===== src/rtl/xbm_pkg.sv =====
// Package: command codes shared by the bus-request memory master.
// Assumes: codes 0..3 are memory accesses (bit 2 clear); bit 1 set selects a
// multi-byte access whose length comes from the command.
package xbm_pkg;
    typedef enum logic [2:0] {
        OP_READ     = 3'd0,
        OP_WRITE    = 3'd1,
        OP_FILL     = 3'd2,
        OP_STREAM   = 3'd3,
        OP_TAKE     = 3'd4,
        OP_GIVE     = 3'd5,
        OP_RSTLVL   = 3'd6,
        OP_RSTPULSE = 3'd7
    } op_e;
endpackage


===== src/rtl/xbm_grant.sv =====
// Module: bus ownership handshake.
// Does: requests the bus and enables the address drivers only after the
// acknowledge is seen low. On give, it disables the drivers first, drops the
// request next, and finishes once the acknowledge is high again.
// Assumes: back_n is synchronous to clk.
module xbm_grant (
    input  logic clk,
    input  logic rst_n,
    input  logic take,
    input  logic give,
    input  logic back_n,
    output logic breq_n,
    output logic addr_oe,
    output logic owned,
    output logic busy,
    output logic done
);
    typedef enum logic [2:0] {G_FREE, G_WAIT, G_OWN, G_FLOAT, G_DROP} gstate_e;
    gstate_e state;

    // Purpose: step the ownership sequence.
    always_ff @(posedge clk) begin
        if (!rst_n) begin
            state <= G_FREE;
            done  <= 1'b0;
        end else begin
            done <= 1'b0;
            case (state)
                G_FREE: begin
                    if (take) state <= G_WAIT;
                    else if (give) done <= 1'b1;
                end
                G_WAIT: begin
                    if (!back_n) begin
                        state <= G_OWN;
                        done  <= 1'b1;
                    end
                end
                G_OWN: begin
                    if (give) state <= G_FLOAT;
                    else if (take) done <= 1'b1;
                end
                G_FLOAT: state <= G_DROP;
                G_DROP: begin
                    if (back_n) begin
                        state <= G_FREE;
                        done  <= 1'b1;
                    end
                end
                default: state <= G_FREE;
            endcase
        end
    end

    // Purpose: decode pin levels from the ownership state.
    always_comb begin
        breq_n  = !(state == G_WAIT || state == G_OWN || state == G_FLOAT);
        addr_oe = (state == G_OWN);
        owned   = (state == G_OWN);
        busy    = (state == G_WAIT || state == G_FLOAT || state == G_DROP);
    end
endmodule


===== src/rtl/xbm_seq.sv =====
// Module: memory cycle sequencer.
// Does: runs len read or write cycles at consecutive addresses. Each byte takes
// one setup cycle, STROBE_CYC strobe cycles and one recovery cycle.
// Assumes: the caller starts it only while the bus is owned; data_in is
// synchronous and is sampled in the last strobe cycle.
module xbm_seq #(
    parameter int ADDR_W     = 19,
    parameter int DATA_W     = 8,
    parameter int LEN_W      = 16,
    parameter int STROBE_CYC = 2
) (
    input  logic              clk,
    input  logic              rst_n,
    input  logic              start,
    input  logic              is_write,
    input  logic              src_stream,
    input  logic [ADDR_W-1:0] addr0,
    input  logic [DATA_W-1:0] fill_byte,
    input  logic [LEN_W-1:0]  len,
    input  logic [DATA_W-1:0] stream_data,
    input  logic [DATA_W-1:0] data_in,
    output logic              stream_take,
    output logic [ADDR_W-1:0] addr_out,
    output logic [DATA_W-1:0] data_out,
    output logic              data_oe,
    output logic              mreq_n,
    output logic              rd_n,
    output logic              wr_n,
    output logic [DATA_W-1:0] rd_byte,
    output logic              busy,
    output logic              done
);
    localparam int CW = (STROBE_CYC > 1) ? $clog2(STROBE_CYC) : 1;
    localparam logic [CW-1:0] CNT_LAST = CW'(STROBE_CYC - 1);

    typedef enum logic [1:0] {S_IDLE, S_SETUP, S_STRB, S_RECOV} sstate_e;
    sstate_e           state;
    logic [ADDR_W-1:0] cur_addr;
    logic [LEN_W-1:0]  remain;
    logic [DATA_W-1:0] wbyte;
    logic [CW-1:0]     cnt;
    logic              wr_mode;
    logic              strm_mode;
    logic              go;

    assign go = start && (len != '0);

    // Purpose: pull the next stream byte at the start and before each later byte.
    always_comb begin
        stream_take = (go && src_stream) ||
                      (state == S_RECOV && strm_mode && remain != LEN_W'(1));
    end

    // Purpose: byte loop state, address counter, data latch and read capture.
    always_ff @(posedge clk) begin
        if (!rst_n) begin
            state     <= S_IDLE;
            cur_addr  <= '0;
            remain    <= '0;
            wbyte     <= '0;
            cnt       <= '0;
            wr_mode   <= 1'b0;
            strm_mode <= 1'b0;
            data_oe   <= 1'b0;
            rd_byte   <= '0;
            done      <= 1'b0;
        end else begin
            done <= 1'b0;
            case (state)
                S_IDLE: begin
                    if (go) begin
                        state     <= S_SETUP;
                        cur_addr  <= addr0;
                        remain    <= len;
                        wr_mode   <= is_write;
                        strm_mode <= src_stream;
                        wbyte     <= src_stream ? stream_data : fill_byte;
                        data_oe   <= is_write;
                    end else if (start) begin
                        done <= 1'b1;
                    end
                end
                S_SETUP: begin
                    state <= S_STRB;
                    cnt   <= '0;
                end
                S_STRB: begin
                    if (cnt == CNT_LAST) begin
                        state <= S_RECOV;
                        if (!wr_mode) rd_byte <= data_in;
                    end else begin
                        cnt <= cnt + CW'(1);
                    end
                end
                S_RECOV: begin
                    if (remain == LEN_W'(1)) begin
                        state   <= S_IDLE;
                        data_oe <= 1'b0;
                        done    <= 1'b1;
                    end else begin
                        state    <= S_SETUP;
                        remain   <= remain - LEN_W'(1);
                        cur_addr <= cur_addr + ADDR_W'(1);
                        if (stream_take) wbyte <= stream_data;
                    end
                end
                default: state <= S_IDLE;
            endcase
        end
    end

    // Purpose: strobe levels follow the strobe phase.
    always_comb begin
        mreq_n   = (state != S_STRB);
        rd_n     = !(state == S_STRB && !wr_mode);
        wr_n     = !(state == S_STRB && wr_mode);
        addr_out = cur_addr;
        data_out = wbyte;
        busy     = (state != S_IDLE);
    end
endmodule


===== src/rtl/xbm_rstgen.sv =====
// Module: processor reset driver.
// Does: holds cpu_rst_n at a commanded level, or drives it low for exactly
// RST_CYC cycles and then releases it.
// Assumes: RST_CYC >= 1.
module xbm_rstgen #(
    parameter int RST_CYC = 16
) (
    input  logic clk,
    input  logic rst_n,
    input  logic set_lvl,
    input  logic lvl,
    input  logic pulse,
    output logic cpu_rst_n,
    output logic busy,
    output logic done
);
    localparam int RW = (RST_CYC > 1) ? $clog2(RST_CYC) : 1;
    logic [RW-1:0] cnt;

    // Purpose: level set, pulse countdown and completion.
    always_ff @(posedge clk) begin
        if (!rst_n) begin
            cpu_rst_n <= 1'b1;
            busy      <= 1'b0;
            cnt       <= '0;
            done      <= 1'b0;
        end else begin
            done <= 1'b0;
            if (busy) begin
                if (cnt == '0) begin
                    cpu_rst_n <= 1'b1;
                    busy      <= 1'b0;
                    done      <= 1'b1;
                end else begin
                    cnt <= cnt - RW'(1);
                end
            end else if (pulse) begin
                cpu_rst_n <= 1'b0;
                busy      <= 1'b1;
                cnt       <= RW'(RST_CYC - 1);
            end else if (set_lvl) begin
                cpu_rst_n <= !lvl;
                done      <= 1'b1;
            end
        end
    end
endmodule


===== src/rtl/xbus_master.sv =====
// Module: bus-request memory access master (top).
// Does: decodes host commands, refuses memory accesses while the bus is not
// owned, and routes the rest to the ownership, cycle and reset units. It merges
// their completions into a single done/err pulse.
// Assumes: a command is offered only while cmd_ready is high; inputs are synchronous.
module xbus_master #(
    parameter int ADDR_W     = 19,
    parameter int DATA_W     = 8,
    parameter int LEN_W      = 16,
    parameter int STROBE_CYC = 2,
    parameter int RST_CYC    = 16
) (
    input  logic              clk,
    input  logic              rst_n,
    input  logic              cmd_valid,
    input  logic [2:0]        cmd_op,
    input  logic [ADDR_W-1:0] cmd_addr,
    input  logic [DATA_W-1:0] cmd_data,
    input  logic [LEN_W-1:0]  cmd_len,
    output logic              cmd_ready,
    output logic              done,
    output logic              err,
    output logic [DATA_W-1:0] rd_data,
    input  logic [DATA_W-1:0] stream_data,
    output logic              stream_take,
    output logic              breq_n,
    input  logic              back_n,
    output logic [ADDR_W-1:0] addr_out,
    output logic              addr_oe,
    output logic [DATA_W-1:0] data_out,
    input  logic [DATA_W-1:0] data_in,
    output logic              data_oe,
    output logic              mreq_n,
    output logic              rd_n,
    output logic              wr_n,
    output logic              cpu_rst_n
);
    import xbm_pkg::*;

    op_e              op;
    logic             accept, is_access, reject, start_seq;
    logic             owned, g_busy, g_done, s_busy, s_done, r_busy, r_done;
    logic [LEN_W-1:0] len_eff;

    // Purpose: decode the offered command.
    always_comb begin
        op        = op_e'(cmd_op);
        cmd_ready = !(g_busy || s_busy || r_busy);
        accept    = cmd_valid && cmd_ready;
        is_access = !cmd_op[2];
        reject    = accept && is_access && !owned;
        start_seq = accept && is_access && owned;
        len_eff   = cmd_op[1] ? cmd_len : LEN_W'(1);
    end

    xbm_grant u_grant (
        .clk     (clk),
        .rst_n   (rst_n),
        .take    (accept && op == OP_TAKE),
        .give    (accept && op == OP_GIVE),
        .back_n  (back_n),
        .breq_n  (breq_n),
        .addr_oe (addr_oe),
        .owned   (owned),
        .busy    (g_busy),
        .done    (g_done)
    );

    xbm_seq #(
        .ADDR_W     (ADDR_W),
        .DATA_W     (DATA_W),
        .LEN_W      (LEN_W),
        .STROBE_CYC (STROBE_CYC)
    ) u_seq (
        .clk         (clk),
        .rst_n       (rst_n),
        .start       (start_seq),
        .is_write    (op != OP_READ),
        .src_stream  (op == OP_STREAM),
        .addr0       (cmd_addr),
        .fill_byte   (cmd_data),
        .len         (len_eff),
        .stream_data (stream_data),
        .data_in     (data_in),
        .stream_take (stream_take),
        .addr_out    (addr_out),
        .data_out    (data_out),
        .data_oe     (data_oe),
        .mreq_n      (mreq_n),
        .rd_n        (rd_n),
        .wr_n        (wr_n),
        .rd_byte     (rd_data),
        .busy        (s_busy),
        .done        (s_done)
    );

    xbm_rstgen #(
        .RST_CYC (RST_CYC)
    ) u_rst (
        .clk       (clk),
        .rst_n     (rst_n),
        .set_lvl   (accept && op == OP_RSTLVL),
        .lvl       (cmd_data[0]),
        .pulse     (accept && op == OP_RSTPULSE),
        .cpu_rst_n (cpu_rst_n),
        .busy      (r_busy),
        .done      (r_done)
    );

    // Purpose: merge completions into one registered done/err pulse.
    always_ff @(posedge clk) begin
        if (!rst_n) begin
            done <= 1'b0;
            err  <= 1'b0;
        end else begin
            done <= g_done || s_done || r_done || reject;
            err  <= reject;
        end
    end
endmodule


===== config.mk =====
export PLATFORM = sky130hd
export DESIGN_NAME = xbus_master
export DESIGN_NICKNAME = d
export VERILOG_FILES = /design/src/rtl/xbm_pkg.sv /design/src/rtl/xbm_grant.sv /design/src/rtl/xbm_seq.sv /design/src/rtl/xbm_rstgen.sv /design/src/rtl/xbus_master.sv
export SDC_FILE = /design/constraint.sdc
export NUM_CORES = 1
export LEC_CHECK = 0
export CAP_MARGIN = 30
export CORE_AREA = 2 2 104 106
export CTS_BUF_LIST = sky130_fd_sc_hd__clkbuf_4
export DETAILED_ROUTE_END_ITERATION = 10
export DIE_AREA = 0 0 106 108
export DONT_BUFFER_PORTS = 1
export GPL_ROUTABILITY_DRIVEN = 0
export PLACE_DENSITY = 0.56
export SLEW_MARGIN = 5
export SYNTH_ARGS = -nofsm -noshare
export SYNTH_HDL_FRONTEND = slang
export SYNTH_SLANG_ARGS = --single-unit

===== constraint.sdc =====
create_clock -name clk -period 4.8 [get_ports clk]
set_clock_uncertainty 0.05 [all_clocks]
set_input_delay 0.24 -clock clk [delete_from_list [all_inputs] [get_ports clk]]
set_output_delay 0.24 -clock clk [all_outputs]
set_load 0.02 [all_outputs]

## Word-level counts from Yosys, hierarchy flattened

Index checks and enable logic that the tools add are counted.
Widths: inputs -> output; s select.

| storage, ports and cells | value |
|---|---|
| register bits | 71 |
| bits in latches | 0 |
| bits in writable memories | 0 |
| memory bits (read-only) | 0 |
| input port bits | 66 |
| output and inout bits | 46 |
| logic and storage cells | 151 |
| memories | 0 |

| cells by class | value |
|---|---|
| add/sub/neg operators | 4 |
| $mul | 0 |
| div/mod/pow operators | 0 |
| magnitude comparators | 0 |
| equality and inequality tests | 26 |
| shift operators | 0 |
| multiplexer cells | 51 |
| bitwise logic cells | 1 |
| reductions and logical operators | 51 |

Operators by type and width:

| operator | count |
|---|---|
| $mux 16 | 3 |
| $mux 19 | 2 |
| $pmux 19 s2 | 1 |
| $mux 8 | 4 |
| $pmux 16 s2 | 1 |
| $mux 1 | 24 |
| $add 19x1->19 const B | 1 |
| $eq 16x1->1 const B | 1 |
| $ne 16x1->1 const B | 1 |
| $ne 2x2->1 const B | 8 |
| $pmux 8 s2 | 1 |
| $reduce_bool 16->1 | 1 |
| $sub 16x1->16 const B | 1 |
| $eq 3x3->1 const B | 5 |
| $pmux 3 s5 | 1 |
| $logic_and 1x1->1 | 14 |
| $mux 3 | 4 |
| $mux 4 | 3 |
| $logic_or 1x1->1 | 10 |
| $eq 3x2->1 const B | 3 |
| $reduce_and 3->1 | 3 |
| $logic_not 1->1 | 8 |
| $ne 2x1->1 const B | 4 |
| $pmux 2 s4 | 1 |
| 16 further kinds | 28 |

## Logic depth before layout (Yosys ltp)

Gate-level depths: netlist of run 1.

| logic depth | value |
|---|---|
| depth in word-level cells | 15 |
| mapped depth | 10 |
| gate-level depth less buffers | 8 |

## By module

Synthesis of run 1 repeated with hierarchy kept, for this count alone.

| second synthesis, totals | value |
|---|---|
| cells, all modules | 535 |
| area total of the unflattened synthesis | 4379.2 µm² |

By module, submodules not included:

| module | instances | cells each | area an instance (µm²) | sequential area each (µm²) |
|---|---|---|---|---|
| xbm_seq | 1 | 431 | 3509.6 | 1161.1 |
| xbm_rstgen | 1 | 35 | 325.3 | 140.1 |
| xbm_grant | 1 | 31 | 276.5 | 80.1 |
| xbus_master | 1 | 38 | 267.8 | 40.0 |

## Least setup slack after synthesis of run 1

No wires, ideal clock.

| timing | value |
|---|---|
| kind | register to register |
| from | reg u_seq.state[0] |
| to | reg u_seq.remain[3] |
| arrival | 1.928 ns |
| required time | 4.611 ns |
| setup slack | 2.683 ns |
| cell stages (with the launch flop) | 10 |
| buffers on the path | 1 |
| period minus slack after synthesis | 2.117 ns |
| cell sequence | dfxtp_1 inv_1 ha_1 nor2b_1 nand4_1 o41ai_2 nand3_2 buf_4 a221oi_1 a211oi_2 |

| on the way | value |
|---|---|
| word-level cells in the longest chain between the ends | 10 |

RTL lines:

| item | RTL line | source |
|---|---|---|
| start, declared | xbm_seq.sv:37 | `sstate_e state;` |
| start signal, assigned | xbm_seq.sv:57 | `state <= S_IDLE;` |
| start signal, assigned | xbm_seq.sv:72 | `state <= S_SETUP;` |
| start signal, assigned | xbm_seq.sv:84 | `state <= S_STRB;` |
| $reduce_bool 2->1 | xbm_seq.sv:119 | `busy = (state != S_IDLE);` |
| $logic_or 1x1->1 (2 in series) | xbus_master.sv:48 | `cmd_ready = !(g_busy \|\| s_busy \|\| r_busy);` |
| $logic_not 1->1 | xbus_master.sv:48 |  |
| $logic_and 1x1->1 | xbus_master.sv:49 | `accept = cmd_valid && cmd_ready;` |
| $logic_and 1x1->1 (2 in series) | xbus_master.sv:52 | `start_seq = accept && is_access && owned;` |
| $logic_and 1x1->1 | xbm_seq.sv:46 | `assign go = start && (len != '0);` |
| $ne 2x1->1 (no source line) | -- |  |
| $reduce_and 3->1 (no source line) | -- |  |
| end signal, assigned | xbm_seq.sv:74 | `remain <= len;` |
| end signal, assigned | xbm_seq.sv:102 | `remain <= remain - LEN_W'(1);` |
| end, declared | xbm_seq.sv:39 | `logic [LEN_W-1:0] remain;` |

Parallel ways exist; a longest one is shown, timed or not.
A chain may end at the register's enable or synchronous reset.

## Final worst setup path of run 1

| timing | value |
|---|---|
| from | reg u_seq.state[0] |
| to | reg u_seq.remain[15] |

Same word-level chain as after synthesis.

==> results of run 1 <==
## placed cells by master (no fill, tap or decap), types with 3 or more instances in the layout
cell type	count
a211oi_2	5
a21oi_1	53
a21oi_2	3
a221oi_1	4
a311oi_2	8
a31oi_1	6
a32o_1	3
a32oi_1	4
and2_1	4
and3_1	7
buf_4	4
clkbuf_4	10
clkinv_2	3
dfxtp_1	71
dlygate4sd3_1	24
ha_1	7
inv_1	17
mux2i_1	20
nand2_1	50
nand2b_1	5
nand3_1	17
nand3b_1	3
nand4_1	5
nor2_1	43
nor2b_1	5
nor3_1	12
nor4_1	9
o211ai_1	5
o21a_1	3
o21ai_0	21
o21ai_1	10
o221a_1	6
o31ai_1	3
o32ai_1	8
or3_1	4
## state kept, by name (all words and copies together) (netlist names)
register	cells
u_seq.addr_out	19
u_seq.remain	16
u_seq.data_out	8
u_seq.rd_byte	8
u_rst.cnt	4
u_grant.state	3
u_seq.state	2
done	1
err	1
u_grant.done	1
u_rst.busy	1
u_rst.cpu_rst_n	1
u_rst.done	1
u_seq.cnt	1
u_seq.data_oe	1
u_seq.done	1
u_seq.strm_mode	1
u_seq.wr_mode	1
## final cells by class
cell class | count | share of cell area (%)
Clock buffer | 10 | 1.67
Clock inverter | 5 | 0.586
Inverter | 19 | 1.59
Multi-Input combinational cell | 372 | 53.7
Sequential cell | 71 | 31.7
Tap cell | 136 | 3.79
Timing Repair Buffer | 30 | 6.92
## Yosys cell counts (4+ instances only)
cell type / instances
a32oi_1: 4
mux2i_1: 20
inv_1: 17
a311oi_2: 8
a221oi_1: 4
ha_1: 8
or3_1: 4
nand4_1: 5
and3_1: 7
and2_1: 4
nor4_1: 9
nor2_1: 43
a21oi_1: 53
nand2b_1: 5
o221a_1: 6
nand3_1: 17
a211oi_2: 5
dfxtp_1: 71
nand2_1: 50
o32ai_1: 8
buf_2: 8
o21ai_0: 21
nor2b_1: 5
nor3_1: 12
clkbuf_1: 20
a31oi_1: 6
o211ai_1: 5
o21ai_1: 10
## worst paths after layout
check	to	slack [ns]	depth (start not counted)
max	u_seq.remain[15]$_SDFFE_PN0P_	1.61	8
min	u_seq.addr_out[3]$_SDFFE_PN0P_	0.03	2
max reg2reg	u_seq.remain[15]$_SDFFE_PN0P_	1.61	8
min reg2reg	u_seq.remain[14]$_SDFFE_PN0P_	0.41	2
## where the power goes
part | internal, W | switching [W]
logic | 0.000320 | 0.000522
clock network | 0.000105 | 0.000214
registers | 0.000704 | 0.000224
total | 0.00113 | 0.000960
## critical path: stages (launching register included)
cell and delay (ns):
dfxtp_1 0.33, inv_1 0.13, ha_1 0.28, nor2b_1 0.23
nand4_1 0.20, o41ai_2 0.43, nand3_2 0.70, buf_4 0.46
o32ai_1 0.28
## layer usage
metal	up-vias	track usage, %	share of wire [%]
met5	-	0	0
met2	117	31.6	45
met4	0	6.02	0.88
met3	8	6.57	8.0
met1	1830	26.1	46
li1	1854	-	-
## metrics by stage
stage	utilization, %	power, W
finish	43.8	0.00209
global route	43.8	0.00224
CTS	43.8	0.00210
detailed placement	40.3	0.00175
global placement	40.0	0.00173
floorplan	-	0.00159
## cells by family (layout without fill, tap and decap cells)
logic type	Yosys count	in the layout	share of synthesized area [%]
adders and majority gates	8	8	2.47
and+or+nand+nor	183	183	23.1
muxes	20	20	4.93
buffers and inverters	52	64	5.70
xor gates and xnor gates	2	2	0.432
DFF	71	71	35.0
AOI/OAI and AO/OA	159	159	28.4
==> results.toml, run 1 <==
[sta]
worst_slack_ns = 1.61
finalSetupViolations = 0
rsz0062_at_grt = "false"
final_max_slew_viol_count = 0
finalCritPeriodShare_pct = 66.4
finalHoldViolations = 0
tns_ns = 0
fin_hold_ws_ns = 0.0332
max_freq_ghz = 0.314
relSlewSlack_pct = 36.8
finalCriticalPeriod_ns = 3.19
worst_slew_pin_slew_ns = 0.948

[layout]
final_layout_size_suffix_gt1_share_pct = 10.1
design_area_um2 = 4480
layoutNonFillerInstCount = 643
seqCellArea_um2 = 1420
multi_input_area_um2 = 2410
nFillCells = 1008
n_antenna_cell = 0
syn2layout_area_growth_pct = 10.4
final_nets = 577

[floorplanning]
initial_core_util_pct = 39.7
die_area_um2 = 11400
core_area_um2 = 10200
std_cell_rows = 37
dieHeight_um = 108
io_pins = 112
die-width_um = 106

[global_route]
grt_max_degree = 63
grt.overflow.total = 0
grt_usage_pct = 20.0
grt_pass1_vias = 3639
grt_pass1_wl_um = 18400
antenna_found_initial = 0

[place]
port-buffer-count = 0
placed_area_um2 = 4120
post-dp-hpwl_um = 7620
pre_cts_slack_ns = 1.67
numPlacedInstances = 603

[logic_synthesis]
synth_edf_count = 0
async_flop_share_pct = 0
netlist_top_cells_area = "dfxtp_1 35%, a21oi_1 6.5%, mux2i_1 4.9%"
avgSynthCellArea_um2 = 8.20
synth_cell_types = 64
synth_top_cell_by_area = "dfxtp_1"
synthFlopType = "dfxtp_1"
seq_area_frac_synth_pct = 35.0
synth_area_um2 = 4060
syn-num-nets = 569
syn_inst = 495
yosysTopAreaCellShare_pct = 35.0
ys_ff_latch = 71
ys_warn_count = 0

[clocking]
post_cts_resized = 0
clk_pin_slew_worst_paths_ns = 0.11
ctsHtreeMaxLevel = 3
cts_hold_buf = 25
post-cts-setup-buffers = 0
tritoncts = "yes"
worst_skew_pair.late_latency_ns = 0.42
cts_buffers = 9
clockBufferDepth = 2
cts.sink_count = 71
root_buffer = "clkbuf_4"

[power_and_ir_drop]
p_per_area_nw_per_um2 = 466
leakage_nw = 1.58
peakVddDrop_mv = 0.236

[flow_run]
maxCapViolCount = 0

[setup_path]
cp-end-kind = "flop"
cp-start-kind = "flop"
crit_fanout = 36
crit_type = "flop to flop"
critPathLaunch = "u_seq.state[0]$_SDFFE_PN0P_"
timing.rr.start = "u_seq.state[0]$_SDFFE_PN0P_"
cp.arrival_ns = 3.46
cp_data_required_time_ns = 5.07

[run_status]
status = "complete, no violations"

[route]
post_drt_wl_per_cell_um = 17.4
drc_errors = 0
vias_per_cell = 5.92
via_count = 3809
drtAntennaViolNets = 0
drt_iter0_drc = 208
drt_first_pass_iters = 4
drt-total-wl_um = 11200

[min_path]
min_from = "cmd_addr[3]"
hp-class = "input port to flop"
Power figures use the tool's default switching activity.
==> run 2, diff against run 1 <==
- ABC_AREA: default -> 1
- CORE_AREA: 2 2 104 106 -> 2 2 106 108
- DIE_AREA: 0 0 106 108 -> 0 0 108 110
- PLACE_DENSITY: 0.56 -> 0.58
- clock period: 4.8 -> 2.8 ns (I/O delays scaled with it)
==> run 2 against run 1 <==
Compared with the run above:
- non-clock buffer count is 45 higher
- final cell count increased by 35%
- area after synthesis up 4.3%
- synthesized cell count is 34% higher
- clock-buffer cell count down 1
- global-route usage increased by 0.74 points
- setup slack worse by 1.4 ns
- fmax increased by 24%
- worst hold slack improved by 0.0013 ns
- combinational power increased by 150%
- design area rose by 16%
- sequential share of layout area fell by 4.2 points
==> results.toml, run 2 <==
[run_status]
status = "complete, no violations"

[power_and_ir_drop]
p_per_area_nw_per_um2 = 869
clkPwrFrac_pct = 14.5
leakage_nw = 2.11
p_comb_share_pct = 46.1
swShare_pct = 48.6
peakVddDrop_mv = 0.421
p_seq_share_pct = 39.4
switching_power_w = 0.00219
internal-power_w = 0.00231

[layout]
final_layout_size_suffix_gt1_share_pct = 6.46
seqCellArea_um2 = 1420
mostFrequentLayoutCells = "170 x nand2_1, 72 x nor2_1, 70 x dfxtp_1, 68 x dlygate4sd3_1, 65 x a21oi_1"
largest_reg_flops = 19
multi_input_area_um2 = 2440
layoutNonFillerInstCount = 867
nFillCells = 1059
n_antenna_cell = 0
syn2layout_area_growth_pct = 22.3
final_nets = 797
final_common_cell = "nand2_1"
final_core_util_pct = 48.4

[logic_synthesis]
syn-num-nets = 738
synthFlopType = "dfxtp_1"
synth_cell_types = 43
synth_area_um2 = 4240
netlist_top_cells_area = "dfxtp_1 34%, nand2_1 15%, a21oi_1 7.7%"
ys_ff_latch = 71
seq_area_frac_synth_pct = 33.5
ys_warn_count = 0
yosysTopAreaCellShare_pct = 33.5
syn_inst = 664
synth_edf_count = 0
synth_most_common_cell = "nand2_1"
yosys-top-cells-count = "170 x nand2_1, 74 x nor2_1, 71 x dfxtp_1"
synth_top_cell_by_area = "dfxtp_1"
avgSynthCellArea_um2 = 6.38
async_flop_share_pct = 0

[clocking]
worst_skew_pair.late_latency_ns = 0.43
clk_pin_slew_worst_paths_ns = 0.13
cts_buffers = 9
ctsHtreeMaxLevel = 3
root_buffer = "clkbuf_4"
tritoncts = "yes"
clockBufferDepth = 2
cts.sink_count = 71
post-cts-setup-buffers = 0

[floorplanning]
core_area_um2 = 10700
dieHeight_um = 110
die_area_um2 = 11900
io_pins = 112
die-width_um = 108
std_cell_rows = 38
initial_core_util_pct = 39.6

[sta]
max_freq_ghz = 0.388
finalCriticalPeriod_ns = 2.58
finalCritPeriodShare_pct = 92.0
final_max_slew_viol_count = 0
relSlewSlack_pct = 44.2
fin_hold_ws_ns = 0.0346
finalSetupViolations = 0
tns_ns = 0
worst_slew_pin_slew_ns = 0.836
worst_slack_ns = 0.224
finalHoldViolations = 0

[route]
drt_iter0_drc = 344
drt_first_pass_iters = 4
drtAntennaViolNets = 0
drt-total-wl_um = 12200
post_drt_wl_per_cell_um = 14.1
vias_per_cell = 5.13
drc_errors = 0
via_count = 4450

[global_route]
grt_max_degree = 43
grt_pass1_wl_um = 19600
antenna_found_initial = 0
grt.overflow.total = 0
grt_usage_pct = 20.7
grt_pass1_vias = 4234

[setup_path]
worst_r2r_path_depth = 14
cp-start-kind = "flop"
crit_fanout = 7
cp-end-kind = "flop"
crit_type = "flop to flop"
timing.rr.start = "u_seq.state[1]$_SDFFE_PN0P_"
cp_data_required_time_ns = 3.08
rrSetupSlack_ns = 0.22
r2r_end = "u_seq.data_out[4]$_SDFFE_PN0P_"
cp.arrival_ns = 2.86

[min_path]
hold_end = "u_seq.wr_mode$_SDFFE_PN0P_"
holdPathStages = 4
hp-class = "input port to flop"
min_from = "cmd_op[1]"

[place]
port-buffer-count = 0
numPlacedInstances = 782
post-dp-hpwl_um = 8080
pre_cts_slack_ns = 0.533

[flow_run]
maxCapViolCount = 0
[run 2: metal layers]
metal / wire length [um] / global-route usage [%] / up-vias / part of all wire [%]
li1: - / - / 2288 / -
met1: 5210 / 24.4 / 2013 / 43
met2: 5990 / 35.4 / 126 / 49
met3: 736 / 5.06 / 23 / 6.0
met4: 308 / 10.1 / 0 / 2.5
met5: 0 / 0 / - / 0
[run 2: critical path, stage by stage (launching register included)]
cell and delay [ns]:
dfxtp_1 0.36, inv_2 0.10, ha_4 0.17, nand2_1 0.09
nor2_2 0.14, nand4_1 0.11, nor2_2 0.16, nand2_2 0.12
nand2_4 0.12, nand2_1 0.06, nor2_1 0.23, nand3_1 0.10
nand2_1 0.07, dlygate4sd3_1 0.54, nor2_1 0.04
[run 2: metrics by stage]
stage	power (W)	instance area (um^2)
finish	0.00450	5180
global route	0.00491	5180
CTS	0.00448	5150
detailed placement	0.00369	4310
global placement	0.00366	4310
floorplan	0.00335	4240
[run 2: what timing repair did]
action,4_1_cts,5_1_grt
setup endpoints to repair,0,9
hold buffers,70,0
gates resized for setup,0,11
hold endpoints to repair,66,0
[run 2: cell families after synthesis]
group / synth area share [%]
AO/OA/AOI/OAI: 16.9
XOR/XNOR: 2.07
adder cells (fa/ha/maj): 2.36
buffers and inverters: 9.54
flip-flops: 33.5
multiplexers: 1.77
AND/OR/NAND/NOR: 33.8
[run 2: how the worst max path moves through the flow]
| stage | to | depth (start not counted) | start | slack, ns |
|---|---|---|---|---|
| 2_1_floorplan | u_seq.remain[9]$_SDFFE_PN0P_ | 14 | u_seq.state[0]$_SDFFE_PN0P_ | 0.86 |
| 3_3_place_gp | u_seq.remain[9]$_SDFFE_PN0P_ | 13 | u_seq.state[0]$_SDFFE_PN0P_ | 0.58 |
| 3_5_place_dp | u_seq.remain[9]$_SDFFE_PN0P_ | 13 | u_seq.state[0]$_SDFFE_PN0P_ | 0.53 |
| 4_1_cts | u_seq.data_out[4]$_SDFFE_PN0P_ | 10 | cmd_op[1] | 0.01 |
| 5_1_grt | u_rst.cnt[2]$_SDFFE_PN0P_ | 14 | u_seq.state[1]$_SDFFE_PN0P_ | -0.01 |
| 6_report | u_seq.data_out[4]$_SDFFE_PN0P_ | 14 | u_seq.state[1]$_SDFFE_PN0P_ | 0.22 |
[run 2: layout make-up]
cell class | count | share of cell area (%)
clock inverters | 6 | 1.21
inverters | 70 | 5.12
well taps | 140 | 3.38
flip-flops and latches | 71 | 27.5
multi-input cells | 496 | 47.1
repair buffers | 75 | 14.5
clock buffers | 9 | 1.30
[run 2: power by group through the flow]
stage / sequential, W / clock [W] / combinational [W]
3_3_place_gp: 0.00179 / 0 / 0.00187
6_report: 0.00177 / 0.000654 / 0.00207
4_1_cts: 0.00177 / 0.000686 / 0.00202
3_5_place_dp: 0.00179 / 0 / 0.00190
2_1_floorplan: 0.00171 / 0 / 0.00164
5_1_grt: 0.00182 / 0.000721 / 0.00237
